<file path="config.mk">
export PLATFORM = sky130hd
export DESIGN_NAME = sample_buf_filler
export DESIGN_NICKNAME = d
export VERILOG_FILES = /design/src/rtl/sbf_pkg.sv /design/src/rtl/sbf_sequencer.sv /design/src/rtl/sbf_byte_source.sv /design/src/rtl/sample_buf_filler.sv
export SDC_FILE = /design/constraint.sdc
export NUM_CORES = 1
export LEC_CHECK = 0
export BUFFER_PORTS_ARGS = -buffer_cell sky130_fd_sc_hd__buf_4
export CORE_MARGIN = 3
export CORE_UTILIZATION = 30
export DETAILED_ROUTE_END_ITERATION = 6
export MAX_ROUTING_LAYER = met4
export SLEW_MARGIN = 15
export SYNTH_ARGS = -nofsm -noshare
export SYNTH_HDL_FRONTEND = slang
export SYNTH_SLANG_ARGS = --single-unit
</file>
<file path="constraint.sdc">
create_clock -name clk -period 1.52 [get_ports clk]
set_input_delay 0.076 -clock clk [delete_from_list [all_inputs] [get_ports clk]]
set_output_delay 0.076 -clock clk [all_outputs]
set_load 0.02 [all_outputs]
</file>
<file path="src/rtl/sbf_pkg.sv">
// Package: shared types of the sample buffer filler.
// Assumes: nothing beyond the IEEE 1800-2017 language.
package sbf_pkg;

    // Sequencer phases: start-up delay, active fill, hold for consumer
    typedef enum logic [1:0] {
        FS_BOOT = 2'd0,
        FS_FILL = 2'd1,
        FS_HOLD = 2'd2
    } fill_state_e;

endpackage

</file>
<file path="src/rtl/sbf_sequencer.sv">
// Module: sbf_sequencer
// Walks the buffer address space one half at a time. After reset it waits
// START_DLY cycles and then fills the lower half unconditionally. At the end
// of each half it flips its target half and holds until the consumer
// indicator differs from that target.
// Assumes: cons_half is synchronous to clk; ADDR_W >= 2; START_DLY >= 1.
module sbf_sequencer
    import sbf_pkg::*;
#(
    parameter int ADDR_W    = 11,
    parameter int START_DLY = 2
) (
    input  logic              clk,
    input  logic              rst_n,
    input  logic              cons_half,
    output logic              rd_en,
    output logic [ADDR_W-1:0] rd_addr,
    output logic              tgt_half
);

    localparam int HALF_W = ADDR_W - 1;
    localparam int DLY_W  = (START_DLY > 1) ? $clog2(START_DLY) : 1;
    localparam logic [DLY_W-1:0] DLY_LAST = DLY_W'(START_DLY - 1);

    fill_state_e       state_q;
    logic [DLY_W-1:0]  dly_q;
    logic [ADDR_W-1:0] cnt_q;
    logic              half_q;
    logic              half_end;

    // Detect the last address of the current half
    always_comb begin
        half_end = &cnt_q[HALF_W-1:0];
    end

    // Phase control, address counter and target-half pointer
    always_ff @(posedge clk) begin
        if (!rst_n) begin
            state_q <= FS_BOOT;
            dly_q   <= '0;
            cnt_q   <= '0;
            half_q  <= 1'b0;
        end else begin
            case (state_q)
                FS_BOOT: begin
                    if (dly_q == DLY_LAST) begin
                        state_q <= FS_FILL;
                    end else begin
                        dly_q <= dly_q + DLY_W'(1);
                    end
                end
                FS_FILL: begin
                    cnt_q <= cnt_q + ADDR_W'(1);
                    if (half_end) begin
                        state_q <= FS_HOLD;
                        half_q  <= ~half_q;
                    end
                end
                FS_HOLD: begin
                    if (cons_half != half_q) begin
                        state_q <= FS_FILL;
                    end
                end
                default: state_q <= FS_BOOT;
            endcase
        end
    end

    // Issue one read per cycle while filling
    always_comb begin
        rd_en    = (state_q == FS_FILL);
        rd_addr  = cnt_q;
        tgt_half = half_q;
    end

endmodule

</file>
<file path="src/rtl/sbf_byte_source.sv">
// Module: sbf_byte_source
// Counter-based model of a read-only byte store with one cycle of read
// latency. The byte at address n is (n + 1) mod 2**DATA_W. The address and
// enable are registered together with the data, so each output byte always
// belongs to its output address.
// Assumes: rd_addr is only meaningful while rd_en is high.
module sbf_byte_source #(
    parameter int ADDR_W = 11,
    parameter int DATA_W = 8
) (
    input  logic              clk,
    input  logic              rst_n,
    input  logic              rd_en,
    input  logic [ADDR_W-1:0] rd_addr,
    output logic              q_en,
    output logic [ADDR_W-1:0] q_addr,
    output logic [DATA_W-1:0] q_data
);

    logic [DATA_W-1:0] byte_val;

    // Content function of the byte store
    always_comb begin
        byte_val = DATA_W'(rd_addr) + DATA_W'(1);
    end

    // Read register: enable, address and data move as one
    always_ff @(posedge clk) begin
        if (!rst_n) begin
            q_en   <= 1'b0;
            q_addr <= '0;
            q_data <= '0;
        end else begin
            q_en <= rd_en;
            if (rd_en) begin
                q_addr <= rd_addr;
                q_data <= byte_val;
            end
        end
    end

endmodule

</file>
<file path="src/rtl/sample_buf_filler.sv">
// Module: sample_buf_filler (top)
// Fills a two-half sample buffer from the internal byte source. It stalls
// whenever the consumer is reading the half it would fill next, and raises
// a sticky ready flag once the first half is complete.
// Assumes: cons_half is synchronous to clk; the buffer captures a write on
// the rising edge while wr_en is high.
module sample_buf_filler #(
    parameter int ADDR_W    = 11,
    parameter int DATA_W    = 8,
    parameter int START_DLY = 2
) (
    input  logic              clk,
    input  logic              rst_n,
    input  logic              cons_half,
    output logic [ADDR_W-1:0] wr_addr,
    output logic [DATA_W-1:0] wr_data,
    output logic              wr_en,
    output logic              ready,
    output logic              target_half
);

    localparam int HALF_W = ADDR_W - 1;

    logic              rd_en;
    logic [ADDR_W-1:0] rd_addr;
    logic              ready_q;
    logic              last_wr;

    sbf_sequencer #(
        .ADDR_W    (ADDR_W),
        .START_DLY (START_DLY)
    ) i_seq (
        .clk       (clk),
        .rst_n     (rst_n),
        .cons_half (cons_half),
        .rd_en     (rd_en),
        .rd_addr   (rd_addr),
        .tgt_half  (target_half)
    );

    sbf_byte_source #(
        .ADDR_W (ADDR_W),
        .DATA_W (DATA_W)
    ) i_src (
        .clk     (clk),
        .rst_n   (rst_n),
        .rd_en   (rd_en),
        .rd_addr (rd_addr),
        .q_en    (wr_en),
        .q_addr  (wr_addr),
        .q_data  (wr_data)
    );

    // A write to the top entry of either half closes that half
    always_comb begin
        last_wr = wr_en && (&wr_addr[HALF_W-1:0]);
    end

    // Sticky ready, set once the closing write has been taken
    always_ff @(posedge clk) begin
        if (!rst_n) begin
            ready_q <= 1'b0;
        end else if (last_wr) begin
            ready_q <= 1'b1;
        end
    end

    // Drive the ready port
    always_comb begin
        ready = ready_q;
    end

endmodule

</file>
==> impl_metrics.py, run 1 <==
metrics = {
    "detailed_routing": {
        "vias": 1046,
        "drc": 0,
        "top_layer": "met4",
        "met2_length_um": 1240,
        "drt_iter0_drc": 37,
        "wl_met1_um": 1210,
        "drtPass1Iterations": 4,
        "wl_per_cell_um": 12.2,
        "wl_met3_um": 155,
        "detail_route.wirelength_um": 2620,
        "viasPerCell": 4.89,
        "ant_nets": 0,
    },
    "cells_and_area": {
        "seq_area_um2": 564,
        "multi_input_area_um2": 551,
        "fillerInstances": 380,
        "diodes": 0,
        "syn_to_final_growth_pct": 24.0,
        "layout-drive-gt1-share_pct": 28.9,
        "finalNetCount": 171,
    },
    "run_status": {
        "outcome": "completed",
    },
    "floorplanning": {
        "start_util_pct": 32.1,
        "core_area_um2": 3800,
        "fp.dieArea_um2": 4860,
        "fp-row-count": 22,
        "die_y_um": 69.7,
        "die_w_um": 69.7,
        "ios": 25,
    },
    "synth": {
        "yosysSeqAreaShare_pct": 46.0,
        "syn_inst": 141,
        "ys_warn_count": 0,
        "synthDominantCellAreaShare_pct": 46.0,
        "synth_edf_count": 0,
        "yosys_register_bits": 28,
        "synthesis.nets": 145,
        "yosys-top-cells-area": "dfxtp_1, nand2_1, a21oi_1",
        "async_flop_share_pct": 0,
        "synth_area_leader_cell": "dfxtp_1",
        "ys_types": 31,
        "synth_ff_type": "dfxtp_1",
        "synth_area_um2": 1220,
        "syn_area_per_cell_um2": 8.64,
    },
    "worst_setup_path": {
        "cp.required_ps": 1710,
        "critPathArrivalTime_ps": 1600,
        "critPathKind": "reg2reg",
        "start_kind": "register",
        "cp_max_fo": 8,
        "setup.worst_path.end_class": "register",
    },
    "grt": {
        "grt.total_usage_pct": 11.1,
        "antenna_found_initial": 0,
        "grt_start_max_net_pins": 24,
        "grt_pass1_wl_um": 4380,
        "grt_pass1_vias": 972,
        "globalRouteOverflowTotal": 0,
    },
    "sta": {
        "worst_slack_ps": 108,
        "period_share_pct": 92.9,
        "finalSetupTns_ps": 0,
        "rsz0062_at_grt": "no",
        "period_needed_ps": 1410,
        "relSlewSlack_pct": 53.6,
        "max_freq_ghz": 0.708,
        "final-hold-violation-count": 0,
        "worstMarginPinSlew_ps": 695,
        "finalSetupViolCount": 0,
        "maxSlewViolCount": 0,
        "fin_skew_ps": 3.66,
    },
    "place": {
        "hpwl_um": 1970,
        "place_ws_ps": 61.0,
        "port_buffers": 24,
        "gp_congestion": 0.783,
    },
    "hold_path": {
        "min_path_type": "in2reg",
    },
    "clock_tree": {
        "tritoncts": "done",
        "clk_pin_slew_worst_paths_ps": 90,
        "htree_levels": 1,
        "clock-root-buffer": "clkbuf_8",
        "cts_buffers": 3,
        "clk-insertion-delay-late_ps": 270,
        "clock-sinks": 28,
        "clock_path_buffers": 2,
        "postCtsHoldBufs": 0,
    },
    "pwr": {
        "power-per-cell-area_nw_per_um2": 897,
        "p_leak_nw": 0.593,
        "ir_drop_mv": 0.588,
    },
    "run": {
        "cap_violations": 0,
    },
}
[metrics by stage]
step | total power [W] | cells | hold WS (ps) | area (um2) | util (%)
CTS | 0.00138 | 212 | 84.4 | 1480 | 39.0
finish | 0.00136 | 214 | 89.5 | 1510 | 39.8
floorplan | 0.000877 | 141 | 326 | 1220 | -
global placement | 0.000923 | 208 | 367 | 1430 | 37.5
global route | 0.00142 | 214 | 85.0 | 1510 | 39.8
detailed placement | 0.000922 | 208 | 375 | 1430 | 37.5
[repair_timing]
item | CTS | global route
gates resized for setup | 0 | 5
setup buffers | 0 | 2
setup endpoints to repair | 0 | 8
endpoints found under the hold margin | 0 | 0
[cell type report]
cell class,instances,area share [%]
clock buffers,4,3.64
inverters,5,1.24
multi-input cells,94,36.4
flip-flops and latches,28,37.3
well taps,48,3.97
repair buffers,35,17.4
[cells by family (layout without fill, tap and decap cells)]
logic type | count (synthesis) | after routing | synth area share [%]
AOI/OAI and AO/OA | 31 | 31 | 14.8
xor gates and xnor gates | 3 | 3 | 2.16
adders and majority gates | 1 | 1 | 1.03
buffers and inverters | 19 | 44 | 9.75
DFF | 28 | 28 | 46.0
muxes | 2 | 2 | 1.64
and+or+nand+nor | 57 | 57 | 24.6
[routing by layer]
| layer | vias up | GRT usage, % |
|---|---|---|
| met4 | 0 | 1.91 |
| met5 | - | - |
| met3 | 2 | 4.06 |
| met1 | 488 | 13.6 |
| li1 | 530 | - |
| met2 | 26 | 18.0 |
[report_power, final]
group          leakage, nW  internal, W  total, W  switching (W)
clock               0.0288     0.000232  0.000447       0.000216
combinational        0.337    0.0000560  0.000138      0.0000824
sequential           0.228     0.000753  0.000770      0.0000177
total                0.593      0.00104   0.00136       0.000316
[sequential cells by signal, summed over array words and instances, names as in the netlist]
register and count:
ready 1, i_seq.dly_q 1, i_src.q_addr 11, i_seq.rd_addr 11
i_src.q_en 1, i_seq.tgt_half 1, i_seq.state_q 2
[worst max-delay path, cell delays in order, from the launching register on]
cell and delay, ps:
dfxtp_1 480, nand4b_1 120, buf_4 180, or3_2 400
a21oi_1 160
[synthesized netlist by cell type (2+ instances only)]
| master | instances |
|---|---|
| o31ai_1 | 4 |
| mux2i_1 | 2 |
| a21oi_1 | 19 |
| dfxtp_1 | 28 |
| o21ai_0 | 3 |
| nand4_1 | 4 |
| nand2_1 | 28 |
| or4_1 | 4 |
| or3_2 | 2 |
| o21a_1 | 3 |
| clkbuf_1 | 3 |
| xnor2_1 | 2 |
| buf_4 | 8 |
| inv_1 | 5 |
| nand2b_1 | 3 |
| nor3_1 | 2 |
| nor2_1 | 6 |
| nand3_1 | 2 |
[path summary, 6_finish.rpt]
path | startpoint | endpoint | slack [ps] | depth (start not counted)
worst min-delay path | rst_n | i_seq.state_q[1]$_SDFFE_PN0P_ | 90 | 2
worst min register to register | i_src.q_addr[10]$_SDFFE_PN0N_ | i_src.q_addr[10]$_SDFFE_PN0N_ | 470 | 2
worst max-delay path | i_seq.state_q[0]$_SDFFE_PN0P_ | i_seq.rd_addr[5]$_SDFFE_PN0N_ | 110 | 4
worst max register to register | i_seq.state_q[0]$_SDFFE_PN0P_ | i_seq.rd_addr[5]$_SDFFE_PN0N_ | 110 | 4
[placed cells by master (no fill, tap or decap), drive strengths merged, types with 2 or more instances in the layout]
| cell type | count |
|---|---|
| xnor2 | 2 |
| o21ai | 3 |
| o21a | 3 |
| mux2i | 2 |
| or3 | 3 |
| nand2 | 28 |
| inv | 5 |
| dfxtp | 28 |
| nor3 | 2 |
| o31ai | 4 |
| a21oi | 19 |
| or4 | 4 |
| clkbuf | 4 |
| nand2b | 3 |
| nand4 | 4 |
| buf | 35 |
| nor2 | 6 |
| nand3 | 3 |
(Power assumes the default switching activity.)
==> inputs of run 2 (changes only) <==
--- a/config.mk
+++ b/config.mk
@@ -13,4 +13,5 @@
 export SLEW_MARGIN = 15
 export SYNTH_ARGS = -nofsm -noshare
 export SYNTH_HDL_FRONTEND = slang
+export SYNTH_HIERARCHICAL = 1
 export SYNTH_SLANG_ARGS = --single-unit
==> run 2 against run 1 <==
Compared with the run above: clock power up 87%; via count grew 21%; synthesized area grew 29%; critical endpoint is now i_seq/rd_addr[8]$_SDFFE_PN0N_; die area up 26%; critical path type unchanged; worst setup slack worse by 23 ps; highest routed layer unchanged; core utilization up 1.2 points; flip-flop and latch count increased by 8.
==> impl_metrics.py, run 2 <==
metrics = {
    "run_status": {
        "outcome": "completed",
    },
    "cells_and_area": {
        "finalNetCount": 202,
        "layout_common_cells": "dfxtp_1, buf_4, mux2i_1",
        "layout-drive-gt1-share_pct": 24.7,
        "syn_to_final_growth_pct": 27.5,
        "diodes": 0,
        "layout_commonest_cell": "dfxtp_1",
        "fin_util_pct": 41.0,
    },
    "synth": {
        "ys_warn_count": 6,
        "synth_edf_count": 0,
        "async_flop_share_pct": 0,
        "syn_area_per_cell_um2": 9.56,
        "yosys_register_bits": 36,
        "yosys.cell_count.top_type": "dfxtp_1",
        "synth_xor_area_share_pct": 3.35,
        "synth-compound-area-share_pct": 11.7,
        "synth-simple-area-share_pct": 24.3,
        "synthAdderAreaFrac_pct": 1.60,
        "syn_inst": 164,
        "ys_types": 31,
        "synth_area_um2": 1570,
        "synthesis.nets": 169,
        "yosysSeqAreaShare_pct": 46.0,
        "synth_area_leader_cell": "dfxtp_1",
        "synth_top_family_by_area": "simple AND/OR/NAND/NOR gates",
        "synthDominantCellAreaShare_pct": 46.0,
        "synth_common_cells": "dfxtp_1, mux2i_1, nor2b_1",
        "synth_ff_type": "dfxtp_1",
        "muxShareOfSynthArea_pct": 9.58,
        "yosys-top-cells-area": "dfxtp_1, mux2i_1, nor2b_1",
    },
    "worst_setup_path": {
        "cp.required_ps": 1740,
        "critical_path.max_stage_delay_ps": 490,
        "worstPathCellList": "ha_1 -> nand3b_4 -> or4_1 -> a21oi_1",
        "cpLargestDelayFamily": "simple AND/OR/NAND/NOR gates",
        "reg2reg_depth": 4,
        "cp_max_fo": 8,
        "critPathArrivalTime_ps": 1660,
        "worstPathBufferInverterCount": 0,
        "critPathKind": "reg2reg",
        "setup.worst_path.end_class": "register",
        "start_kind": "register",
        "crit_cells": 4,
        "crit_slowest_cell": "or4_1",
    },
    "detailed_routing": {
        "vias": 1270,
        "drc": 0,
        "wl_per_cell_um": 12.4,
        "viasPerCell": 4.79,
        "ant_nets": 0,
        "detail_route.wirelength_um": 3300,
        "drtPass1Iterations": 4,
        "drt_iter0_drc": 49,
    },
    "sta": {
        "period_needed_ps": 1440,
        "maxSlewViolCount": 0,
        "worst_slack_ps": 84.2,
        "final-hold-violation-count": 0,
        "relSlewSlack_pct": 77.7,
        "finalSetupViolCount": 0,
        "worstMarginPinSlew_ps": 332,
        "period_share_pct": 94.5,
        "fin_skew_ps": 6.59,
        "rsz0062_at_grt": "no",
        "finalSetupTns_ps": 0,
        "max_freq_ghz": 0.696,
    },
    "hold_path": {
        "min_path_type": "in2reg",
        "hold_depth": 3,
    },
    "pwr": {
        "p_leak_nw": 0.805,
        "ir_drop_mv": 0.408,
        "power-per-cell-area_nw_per_um2": 1010,
    },
    "grt": {
        "antenna_found_initial": 0,
        "grt_pass1_vias": 1205,
        "grt.total_usage_pct": 12.2,
        "globalRouteOverflowTotal": 0,
        "grt_start_max_net_pins": 30,
        "grt_pass1_wl_um": 5720,
    },
    "floorplanning": {
        "ios": 25,
        "fp-row-count": 25,
        "die_w_um": 78.3,
        "start_util_pct": 32.1,
        "core_area_um2": 4880,
        "die_y_um": 78.3,
        "fp.dieArea_um2": 6130,
    },
    "run": {
        "cap_violations": 0,
    },
    "clock_tree": {
        "clk-insertion-delay-late_ps": 290,
        "cts_buffers": 5,
        "htree_levels": 2,
        "postCtsHoldBufs": 0,
        "ctsResizeCount": 0,
        "clock-sinks": 36,
        "clock_path_buffers": 2,
        "clk_pin_slew_worst_paths_ps": 80,
        "clock-root-buffer": "clkbuf_8",
        "tritoncts": "done",
        "cts_setup_buffers": 0,
    },
    "place": {
        "port_buffers": 24,
        "gp_congestion": 0.735,
        "place_ws_ps": 83.3,
        "hpwl_um": 2320,
    },
}
run 2: changes by cell type after synthesis, moves of 6 or more:
cell | previous run | this run
dfxtp_1 | 28 | 36
buf_4 | 8 | 2
nand2_1 | 28 | 11
a21oi_1 | 19 | 10
nor2b_1 | 1 | 13
mux2i_1 | 2 | 15
o21ai_0 | 3 | 12
run 2: final timing paths:
path | start | endpoint | slack (ps)
max | i_seq/rd_addr[0]$_SDFFE_PN0N_ | i_seq/rd_addr[8]$_SDFFE_PN0N_ | 80
min | rst_n | i_seq/state_q[0]$_SDFFE_PN0P_ | 160
min reg2reg | ready$_SDFFE_PN0P_ | ready$_SDFFE_PN0P_ | 450
max reg2reg | i_seq/rd_addr[0]$_SDFFE_PN0N_ | i_seq/rd_addr[8]$_SDFFE_PN0N_ | 80
run 2: tightest hold or removal path: stages:
cell     delay, ps
buf_4          200
nand2_1         80
nor4_1          40
run 2: per-stage QoR:
step | hold slack (ps) | area (um2) | total power, W | cells
4_1_cts | 161 | 1990 | 0.00206 | 265
6_report | 160 | 2000 | 0.00202 | 265
5_1_grt | 179 | 2000 | 0.00214 | 265
3_3_place_gp | 439 | 1880 | 0.00120 | 257
3_5_place_dp | 444 | 1880 | 0.00121 | 257
2_1_floorplan | 189 | 1570 | 0.00113 | 164
run 2: final cells by class:
| type | instances | area (um2) |
|---|---|---|
| sequential | 36 | 722 |
| fill | 507 | 2880 |
| inverter | 4 | 15.0 |
| clock inverter | 3 | 42.5 |
| clock buffer | 5 | 68.8 |
| tap | 67 | 83.8 |
| timing repair buffer | 34 | 268 |
| multi-input combinational | 116 | 800 |
run 2: cell families after synthesis:
| group | count (synthesis) |
|---|---|
| simple gates | 61 |
| flops | 36 |
| compound gates | 32 |
| mux | 15 |
| buf+inv | 12 |
| xor+xnor | 6 |
| fa+ha+maj | 2 |
run 2: per-layer routing:
metal,up-vias,part of all wire [%],wire [um],GRT usage (%)
met3,7,4.9,162,3.44
li1,656,-,-,-
met4,0,1.6,52,4.72
met2,25,43,1430,18.2
met1,582,50,1660,15.8
met5,-,0,0,-
run 2: power by group:
| part | total (W) | internal, W | switching (W) |
|---|---|---|---|
| Combinational | 0.000192 | 0.0000855 | 0.000107 |
| Sequential | 0.000990 | 0.000972 | 0.0000184 |
| Clock | 0.000838 | 0.000485 | 0.000352 |
| Total | 0.00202 | 0.00154 | 0.000477 |
==> inputs of run 3 (changes only) <==
--- a/config.mk
+++ b/config.mk
@@ -5,7 +5,7 @@
 export SDC_FILE = /design/constraint.sdc
 export NUM_CORES = 1
 export LEC_CHECK = 0
-export BUFFER_PORTS_ARGS = -buffer_cell sky130_fd_sc_hd__buf_4
+export BUFFER_PORTS_ARGS = -buffer_cell sky130_fd_sc_hd__buf_2
 export CORE_MARGIN = 3
 export CORE_UTILIZATION = 30
 export DETAILED_ROUTE_END_ITERATION = 6
==> run 3 against run 2 <==
Compared with the run above: final area is 3.0% lower; hold slack better by 25 ps; via count is 0.87% higher; clock power is 16% lower; register-to-register slack hardly changed; combinational power is 7% lower; critical path type unchanged; power is 7.2% lower; clock skew is 2.6 ps higher; final cell count is 0.75% higher; global-route usage is 0.20 points lower; flip-flop and latch count stayed put; wire length is 0.52% lower.
==> impl_metrics.py, run 3 (synthesis gave the netlist of run 2 again) <==
metrics = {
    "pwr": {
        "power_frac_seq_pct": 52.9,
        "p_int_w": 0.00142,
        "power_frac_comb_pct": 9.5,
        "clkPwrFrac_pct": 37.5,
        "switchingPower_w": 0.000459,
        "ir_drop_mv": 0.431,
        "power-per-cell-area_nw_per_um2": 967,
        "swShare_pct": 24.5,
        "p_leak_nw": 0.801,
    },
    "cells_and_area": {
        "layout-drive-gt1-share_pct": 25.5,
        "fillerInstances": 492,
        "finalNetCount": 204,
        "layout_common_cells": "dfxtp_1, buf_2, mux2i_1",
        "final_area_um2": 1940,
        "syn_to_final_growth_pct": 23.7,
        "diodes": 0,
        "layout_commonest_cell": "dfxtp_1",
        "fin_util_pct": 39.7,
    },
    "sta": {
        "finalSetupViolCount": 0,
        "maxSlewViolCount": 0,
        "fin_skew_ps": 9.18,
        "final-hold-violation-count": 0,
        "finalSetupTns_ps": 0,
        "hold_ws_ps": 185,
        "period_share_pct": 93.8,
        "relSlewSlack_pct": 77.6,
        "period_needed_ps": 1430,
        "worstMarginPinSlew_ps": 332,
        "max_freq_ghz": 0.701,
    },
    "grt": {
        "grt_use_met3_pct": 4.47,
        "use_met1_pct": 15.4,
        "grt_start_max_net_pins": 30,
        "grt_pass1_wl_um": 5650,
        "globalRouteOverflowTotal": 0,
        "grt-busiest-layer": "met2",
        "grt.total_usage_pct": 12.0,
        "grt_pass1_vias": 1189,
        "met2_usage_pct": 17.6,
        "antenna_found_initial": 0,
    },
    "detailed_routing": {
        "drc": 0,
        "detail_route.wirelength_um": 3280,
        "drtPass1Iterations": 4,
        "drt_iter0_drc": 60,
        "viasPerCell": 4.80,
        "wl_per_cell_um": 12.3,
        "vias": 1281,
        "ant_nets": 0,
    },
    "worst_setup_path": {
        "critPathArrivalTime_ps": 1630,
        "start_kind": "register",
        "cp.required_ps": 1730,
        "setup.worst_path.end_class": "register",
        "r2r_slack_ps": 90,
        "cp_max_fo": 8,
        "critPathKind": "reg2reg",
    },
    "clock_tree": {
        "htree_levels": 2,
        "clk-insertion-delay-late_ps": 290,
        "clock-sinks": 36,
        "clk_pin_slew_worst_paths_ps": 70,
        "postCtsHoldBufs": 0,
        "cts_buffers": 5,
        "cts_setup_buffers": 0,
        "clock_path_buffers": 2,
        "clock-root-buffer": "clkbuf_8",
        "tritoncts": "done",
    },
    "floorplanning": {
        "fp-row-count": 25,
        "start_util_pct": 32.1,
        "die_y_um": 78.3,
        "die_w_um": 78.3,
        "ios": 25,
        "fp.dieArea_um2": 6130,
        "core_area_um2": 4880,
    },
    "run": {
        "cap_violations": 0,
    },
    "place": {
        "port_buffers": 24,
        "gp_congestion": 0.716,
        "placed_area_um2": 1840,
        "hpwl_um": 2320,
    },
    "hold_path": {
        "min_path_type": "in2reg",
    },
    "run_status": {
        "outcome": "completed",
    },
}
==> run 3: cell count changes in the layout (fill, tap and decap cells not counted) <==
cell / previous run / this run
buf_2: 0 / 24
buf_4: 33 / 11
bufinv_16: 1 / 0
clkbuf_1: 0 / 1
clkbuf_8: 5 / 6
clkinv_2: 1 / 0
ha_1: 2 / 1
ha_2: 0 / 1
==> run 3: per-layer routing <==
layer  wire (um)  up-vias
li1            -      661
met1        1680      597
met2        1440       21
met3         140        2
met4          12        0
met5           0        -
==> run 3: through the flow <==
step / setup slack [ps] / instances / power, W
global route: -10.6 / 267 / 0.00197
global placement: 126 / 259 / 0.00119
finish: 93.8 / 267 / 0.00187
detailed placement: 97.6 / 259 / 0.00119
floorplan: 24.2 / 164 / 0.00113
CTS: 82.1 / 267 / 0.00190
==> run 3: layout make-up <==
cell class	instances	area (um2)	area share, %
multi-input cells	116	802	41.4
well taps	67	83.8	4.32
flip-flops and latches	36	722	37.2
repair buffers	36	223	11.5
clock inverters	1	7.51	0.387
inverters	4	15.0	0.774
clock buffers	7	86.3	4.45
==> run 3: critical path, stage by stage, from the launching register on <==
cell and delay, ps:
dfxtp_1 360, ha_2 230, nand3b_4 130, or4_1 480
a21oi_1 150
==> run 3: final timing paths <==
| kind | from | end | cells past startpoint |
|---|---|---|---|
| worst max-delay path | i_seq/rd_addr[1]$_SDFFE_PN0N_ | i_seq/rd_addr[8]$_SDFFE_PN0N_ | 4 |
| worst min-delay path | rst_n | i_seq/state_q[0]$_SDFFE_PN0P_ | 3 |
| worst max register to register | i_seq/rd_addr[1]$_SDFFE_PN0N_ | i_seq/rd_addr[8]$_SDFFE_PN0N_ | 4 |
| worst min register to register | ready$_SDFFE_PN0P_ | ready$_SDFFE_PN0P_ | 2 |
==> run 3: power by group through the flow <==
stage | Combinational [W] | Sequential (W) | Clock, W
floorplan | 0.0000940 | 0.00104 | 0
global placement | 0.000179 | 0.00101 | 0
detailed placement | 0.000180 | 0.00101 | 0
CTS | 0.000180 | 0.000991 | 0.000725
global route | 0.000199 | 0.000997 | 0.000774
finish | 0.000179 | 0.000993 | 0.000703
==> run 3: timing repair <==
item | in CTS | in global routing
setup endpoints to repair | 0 | 4
endpoints found under the hold margin | 0 | 0
gates resized for setup | 0 | 3
